[src/rtl/abm_pkg.sv]
package abm_pkg;

    // One radix-4 recoded digit: magnitude select and sign.
    typedef struct packed {
        logic neg;
        logic one;
        logic two;
    } abm_digit_t;

    // Compensation constants indexed by the saturated nonzero-digit count,
    // expressed in units of the least significant retained column.
    localparam logic [1:0] ABM_K_CODE0 = 2'd0;
    localparam logic [1:0] ABM_K_CODE1 = 2'd1;
    localparam logic [1:0] ABM_K_CODE2 = 2'd1;
    localparam logic [1:0] ABM_K_CODE3 = 2'd2;

endpackage

[src/rtl/abm_booth_rows.sv]
module abm_booth_rows
    import abm_pkg::*;
#(
    parameter int N   = 16,
    parameter int ND  = N / 2,
    parameter int W   = 2 * N,
    parameter int CUT = N - 1
) (
    input  logic [N-1:0]          op_a,
    input  logic [N-1:0]          op_b,
    output logic [ND-1:0][W-1:0]  rows,
    output logic [W-1:0]          fix_row,
    output logic [ND-1:0]         dig_nz
);

    localparam logic [W-1:0] KEEP = {{(W - CUT){1'b1}}, {CUT{1'b0}}};
    localparam logic [W-1:0] ONE_W = {{(W - 1){1'b0}}, 1'b1};

    // Constant that completes the inverted-sign extension of every row.
    function automatic logic [W-1:0] ext_const();
        logic [W-1:0] acc;
        acc = '0;
        for (int g = 0; g < ND; g++) begin
            acc = acc - (ONE_W << (N + 2 * g));
        end
        return acc;
    endfunction

    localparam logic [W-1:0] EXT_CONST = ext_const();

    logic [ND-1:0][W-1:0] neg_bits;

    for (genvar g = 0; g < ND; g++) begin : g_digit
        logic        b_lo;
        logic [2:0]  trip;
        abm_digit_t  dig;
        logic [N:0]  pick;
        logic [N:0]  flip;
        logic [W-1:0] wide;

        if (g == 0) begin : g_first
            assign b_lo = 1'b0;
        end else begin : g_rest
            assign b_lo = op_b[2*g-1];
        end

        assign trip = {op_b[2*g+1], op_b[2*g], b_lo};

        // Booth encoding
        always_comb begin
            dig.one = trip[1] ^ trip[0];
            dig.two = (trip[2] & ~trip[1] & ~trip[0]) | (~trip[2] & trip[1] & trip[0]);
            dig.neg = trip[2] & ~(trip[1] & trip[0]);
        end

        // Partial-product selection
        always_comb begin
            if (dig.one) begin
                pick = {op_a[N-1], op_a};
            end else if (dig.two) begin
                pick = {op_a, 1'b0};
            end else begin
                pick = '0;
            end
            flip = pick ^ {(N + 1){dig.neg}};
        end

        assign wide          = {{(W - N - 1){1'b0}}, ~flip[N], flip[N-1:0]} << (2 * g);
        assign rows[g]       = wide & KEEP;
        assign neg_bits[g]   = ({{(W - 1){1'b0}}, dig.neg} << (2 * g)) & KEEP;
        assign dig_nz[g]     = dig.one | dig.two;
    end

    always_comb begin
        fix_row = EXT_CONST;
        for (int g = 0; g < ND; g++) begin
            fix_row = fix_row | neg_bits[g];
        end
    end

endmodule

[src/rtl/abm_comp_unit.sv]
module abm_comp_unit
    import abm_pkg::*;
#(
    parameter int N   = 16,
    parameter int ND  = N / 2,
    parameter int W   = 2 * N,
    parameter int CUT = N - 1
) (
    input  logic [ND-1:0] dig_nz,
    output logic [1:0]    sig_code,
    output logic [W-1:0]  comp_row
);

    localparam int TCOL = CUT - 1;

    logic [ND-1:0] hit;
    logic [1:0]    k_sel;

    // Signature: rows that reach the most significant dropped column
    for (genvar g = 0; g < ND; g++) begin : g_hit
        localparam bit TOUCH = (2 * g <= TCOL) && (TCOL <= 2 * g + N);
        if (TOUCH) begin : g_on
            assign hit[g] = dig_nz[g];
        end else begin : g_off
            assign hit[g] = 1'b0;
        end
    end

    always_comb begin
        sig_code = 2'd0;
        for (int g = 0; g < ND; g++) begin
            if (hit[g] && (sig_code != 2'd3)) begin
                sig_code = sig_code + 2'd1;
            end
        end
    end

    // Constant multiplexer
    always_comb begin
        unique case (sig_code)
            2'd0:    k_sel = ABM_K_CODE0;
            2'd1:    k_sel = ABM_K_CODE1;
            2'd2:    k_sel = ABM_K_CODE2;
            default: k_sel = ABM_K_CODE3;
        endcase
    end

    assign comp_row = {{(W - 2){1'b0}}, k_sel} << CUT;

endmodule

[src/rtl/abm_csa_array.sv]
module abm_csa_array #(
    parameter int W    = 32,
    parameter int NOPS = 10
) (
    input  logic [NOPS-1:0][W-1:0] ops,
    output logic [W-1:0]           sum_vec,
    output logic [W-1:0]           carry_vec
);

    localparam int NST = NOPS - 1;

    logic [NST-1:0][W-1:0] ps;
    logic [NST-1:0][W-1:0] pc;

    assign ps[0] = ops[0];
    assign pc[0] = ops[1];

    // One 3:2 compressor row per further operand
    for (genvar s = 1; s < NST; s++) begin : g_stage
        logic [W-1:0] x, y, z;
        assign x     = ps[s-1];
        assign y     = pc[s-1];
        assign z     = ops[s+1];
        assign ps[s] = x ^ y ^ z;
        assign pc[s] = ((x & y) | (x & z) | (y & z)) << 1;
    end

    assign sum_vec   = ps[NST-1];
    assign carry_vec = pc[NST-1];

endmodule

[src/rtl/abm_csel_adder.sv]
module abm_csel_adder #(
    parameter int W   = 32,
    parameter int BLK = 4
) (
    input  logic [W-1:0] x,
    input  logic [W-1:0] y,
    output logic [W-1:0] s
);

    localparam int NB = W / BLK;
    localparam logic [BLK:0] ONE_B = {{BLK{1'b0}}, 1'b1};

    logic [NB-1:0] cout;
    logic          cout_unused;

    for (genvar b = 0; b < NB; b++) begin : g_blk
        logic [BLK:0] s0;
        assign s0 = {1'b0, x[b*BLK +: BLK]} + {1'b0, y[b*BLK +: BLK]};

        if (b == 0) begin : g_lsb
            assign s[BLK-1:0] = s0[BLK-1:0];
            assign cout[0]    = s0[BLK];
        end else begin : g_sel
            logic [BLK:0] s1;
            assign s1 = {1'b0, x[b*BLK +: BLK]} + {1'b0, y[b*BLK +: BLK]} + ONE_B;
            assign s[b*BLK +: BLK] = cout[b-1] ? s1[BLK-1:0] : s0[BLK-1:0];
            assign cout[b]         = cout[b-1] ? s1[BLK]     : s0[BLK];
        end
    end

    assign cout_unused = cout[NB-1];

endmodule

[src/rtl/abm_mult.sv]
module abm_mult #(
    parameter int N       = 16,
    parameter int ADD_BLK = 4
) (
    input  logic [N-1:0] op_a,
    input  logic [N-1:0] op_b,
    output logic [N-1:0] prod_hi
);

    localparam int ND   = N / 2;
    localparam int W    = 2 * N;
    localparam int CUT  = N - 1;
    localparam int NOPS = ND + 2;

    logic [ND-1:0][W-1:0]   rows;
    logic [W-1:0]           fix_row;
    logic [ND-1:0]          dig_nz;
    logic [1:0]             sig_code;
    logic [W-1:0]           comp_row;
    logic [NOPS-1:0][W-1:0] ops;
    logic [W-1:0]           csa_sum;
    logic [W-1:0]           csa_carry;
    logic [W-1:0]           total;
    logic [N-1:0]           low_unused;

    abm_booth_rows #(.N(N), .ND(ND), .W(W), .CUT(CUT)) i_rows (
        .op_a    (op_a),
        .op_b    (op_b),
        .rows    (rows),
        .fix_row (fix_row),
        .dig_nz  (dig_nz)
    );

    abm_comp_unit #(.N(N), .ND(ND), .W(W), .CUT(CUT)) i_comp (
        .dig_nz   (dig_nz),
        .sig_code (sig_code),
        .comp_row (comp_row)
    );

    always_comb begin
        for (int g = 0; g < ND; g++) begin
            ops[g] = rows[g];
        end
        ops[ND]   = fix_row;
        ops[ND+1] = comp_row;
    end

    abm_csa_array #(.W(W), .NOPS(NOPS)) i_csa (
        .ops       (ops),
        .sum_vec   (csa_sum),
        .carry_vec (csa_carry)
    );

    abm_csel_adder #(.W(W), .BLK(ADD_BLK)) i_add (
        .x (csa_sum),
        .y (csa_carry),
        .s (total)
    );

    assign prod_hi    = total[W-1:N];
    assign low_unused = total[N-1:0];

endmodule

[config.mk]
export PLATFORM = sky130hd
export DESIGN_NAME = abm_mult
export DESIGN_NICKNAME = d
export VERILOG_FILES = /design/src/rtl/abm_pkg.sv /design/src/rtl/abm_booth_rows.sv /design/src/rtl/abm_comp_unit.sv /design/src/rtl/abm_csa_array.sv /design/src/rtl/abm_csel_adder.sv /design/src/rtl/abm_mult.sv
export SDC_FILE = /design/constraint.sdc
export NUM_CORES = 1
export LEC_CHECK = 0
export ABC_AREA = 1
export CORE_ASPECT_RATIO = 1.1
export CORE_MARGIN = 2
export CORE_UTILIZATION = 62
export DETAILED_ROUTE_END_ITERATION = 12
export GPL_ROUTABILITY_DRIVEN = 0
export PLACE_DENSITY_LB_ADDON = 0.3
export SLEW_MARGIN = 5
export SYNTH_ARGS = -nofsm -noshare
export SYNTH_HDL_FRONTEND = slang
export SYNTH_SLANG_ARGS = --single-unit
[constraint.sdc]
create_clock -name vclk -period 13.5
set_input_delay 2.7 -clock vclk [all_inputs]
set_output_delay 2.7 -clock vclk [all_outputs]
set_load 0.05 [all_outputs]
==> flow_summary.yaml <==
synthesis:
  yosys-top-cells-count: "163 x nand2_1, 125 x inv_1, 78 x xor2_1, 74 x ha_1, 71 x o21ai_0"
  ys_types: 39
  synth_top_area_share_pct: 19.3
  synth.most_common_cell: "nand2_1"
  synthCells: 691
  yosysTopAreaCell: "ha_1"
  synth_fp_nets: 843
  syn_avg_cell_area_um2: 6.94
  syn-cell-area_um2: 4800
  synth_warnings: 0
  synth_area_leaders: "ha_1 19%, fa_1 19%, xor2_1 14%, nand2_1 13%, inv_1 9.8%"
  ys_seq_area_share_pct: 0
route:
  drt-wirelength-per-cell_um: 13.1
  postRouteAntennaNets: 0
  wl_met2_um: 5760
  via_per_inst: 5.21
  routed.top_layer: "met4"
  first_pass_iters: 7
  routed_wl_um: 10800
  wl_met3_um: 341
  drt-met1-wl_um: 4500
  drc: 0
  drtIter0Drc: 204
  vias: 4303
sta:
  setup_tns_ns: 0
  worst_pin_slew_ns: 0.707
  finalCritPeriodShare_pct: 96.1
  rsz0062_at_grt: "no"
  max-slew-margin-rel_pct: 52.9
  setup_viol: 0
  slew_violations: 0
  max_freq_mhz: 77.1
  finalHoldViolCount: 0
  fin_crit_ns: 12.98
die:
  die_h_um: 96.2
  start_util_pct: 64.2
  dieWidth_um: 87.9
  core-area_um2: 7470
  ios: 48
  rows: 33
  die_area_um2: 8460
placed_design:
  dp.final_hpwl_um: 9460
  place_inst: 826
  port_buffers: 48
global_route:
  antenna_found_initial: 0
  grt_pass1_vias: 4267
  grt_first_pass_wirelength_um: 18500
  grt_max_degree: 29
  grt_overflow: 0
  grt_usage_pct: 26.6
finish:
  layout-drive-gt1-share_pct: 6.80
  n_antenna_cell: 0
  syn2layout_area_growth_pct: 11.3
  post_layout_nonfiller_instances: 826
  nClkBuffers: 0
  regArea_um2: 0
  seq_cells: 0
  fin_nets: 875
setup_path:
  crit_type: "input pin to primary output"
  slowest_delay_ns: 0.52
  crit_buf_inv: 9
  cpLargestDelayFamily: "simple AND/OR/NAND/NOR gates"
  arrival_ns: 10.28
  crit_path_start_kind: "input pin"
  cp-end-kind: "primary output"
  slowest_stage: "clkdlybuf4s50_1"
  crit_top_cell: "ha_1"
  worstPathMaxFanout: 7
  critPathRequiredTime_ns: 10.80
hold_path:
  min_from: "op_b[15]"
  min_path_type: "input pin to primary output"
  holdPathEnd: "prod_hi[15]"
  holdPathStages: 9
clocking:
  cts_post_setup_buffers_inserted: 0
run_status:
  status: "finished, final reports clean"
flow_run:
  max_cap_viol_count: 0
[per-layer routing]
layer	vias to the layer above	GRT usage, %
li1	2205	-
met1	1981	31.6
met2	98	51.5
met3	19	1.54
met4	0	6.79
met5	-	0
[logic make-up after synthesis]
kind of cell	synth area share, %
buf+inv	11.9
simple gates	23.1
xor+xnor	15.7
fa+ha+maj	38.5
compound gates	10.8
[metrics by stage]
| stage | setup WS [ns] | hold slack, ns | utilization, % | instance area (µm²) |
|---|---|---|---|---|
| global route | 0.00375 | 6.90 | 71.5 | 5340 |
| floorplan | 1.35 | 6.17 | - | 4800 |
| CTS | 0.177 | 7.25 | 71.4 | 5340 |
| detailed placement | 0.192 | 7.25 | 71.4 | 5340 |
| finish | 0.523 | 6.81 | 71.5 | 5340 |
| global placement | 0.510 | 7.22 | 71.4 | 5340 |
[placed cells by master (no fill, tap or decap), types with 7 or more instances in the layout]
| cell | count |
|---|---|
| inv_1 | 125 |
| ha_1 | 74 |
| nand2_1 | 163 |
| clkdlybuf4s50_1 | 38 |
| nand3_2 | 7 |
| nand3_1 | 24 |
| fa_1 | 46 |
| nand2_2 | 12 |
| a21oi_1 | 8 |
| o21ai_0 | 71 |
| xor2_1 | 78 |
| dlymetal6s2s_1 | 7 |
| nor2_1 | 15 |
[how the worst max path moves through the flow]
stage                       start     endpoint  slack [ns]  cells past startpoint
after floorplan           op_b[3]   prod_hi[9]        1.35                     22
after global placement    op_b[3]  prod_hi[15]        0.51                     32
after detailed placement  op_b[1]  prod_hi[14]        0.19                     46
after CTS                 op_b[1]  prod_hi[14]        0.18                     46
after global routing      op_b[1]  prod_hi[12]       0.004                     45
final                     op_b[1]  prod_hi[12]        0.52                     47
[cell type report]
cell class         instances  area, µm²
fillers                  622       2130
well taps                105        131
repair buffers            49        490
inverters                131        492
multi-input cells        541       4230
[timing repair]
item,CTS,global route
gates resized for setup,0,13
setup endpoints to repair,0,10
hold buffers,0,0
Power is left out: the tool's default activity adds up to more than one toggle a clock period on the data nets, which glitch-free logic cannot reach.
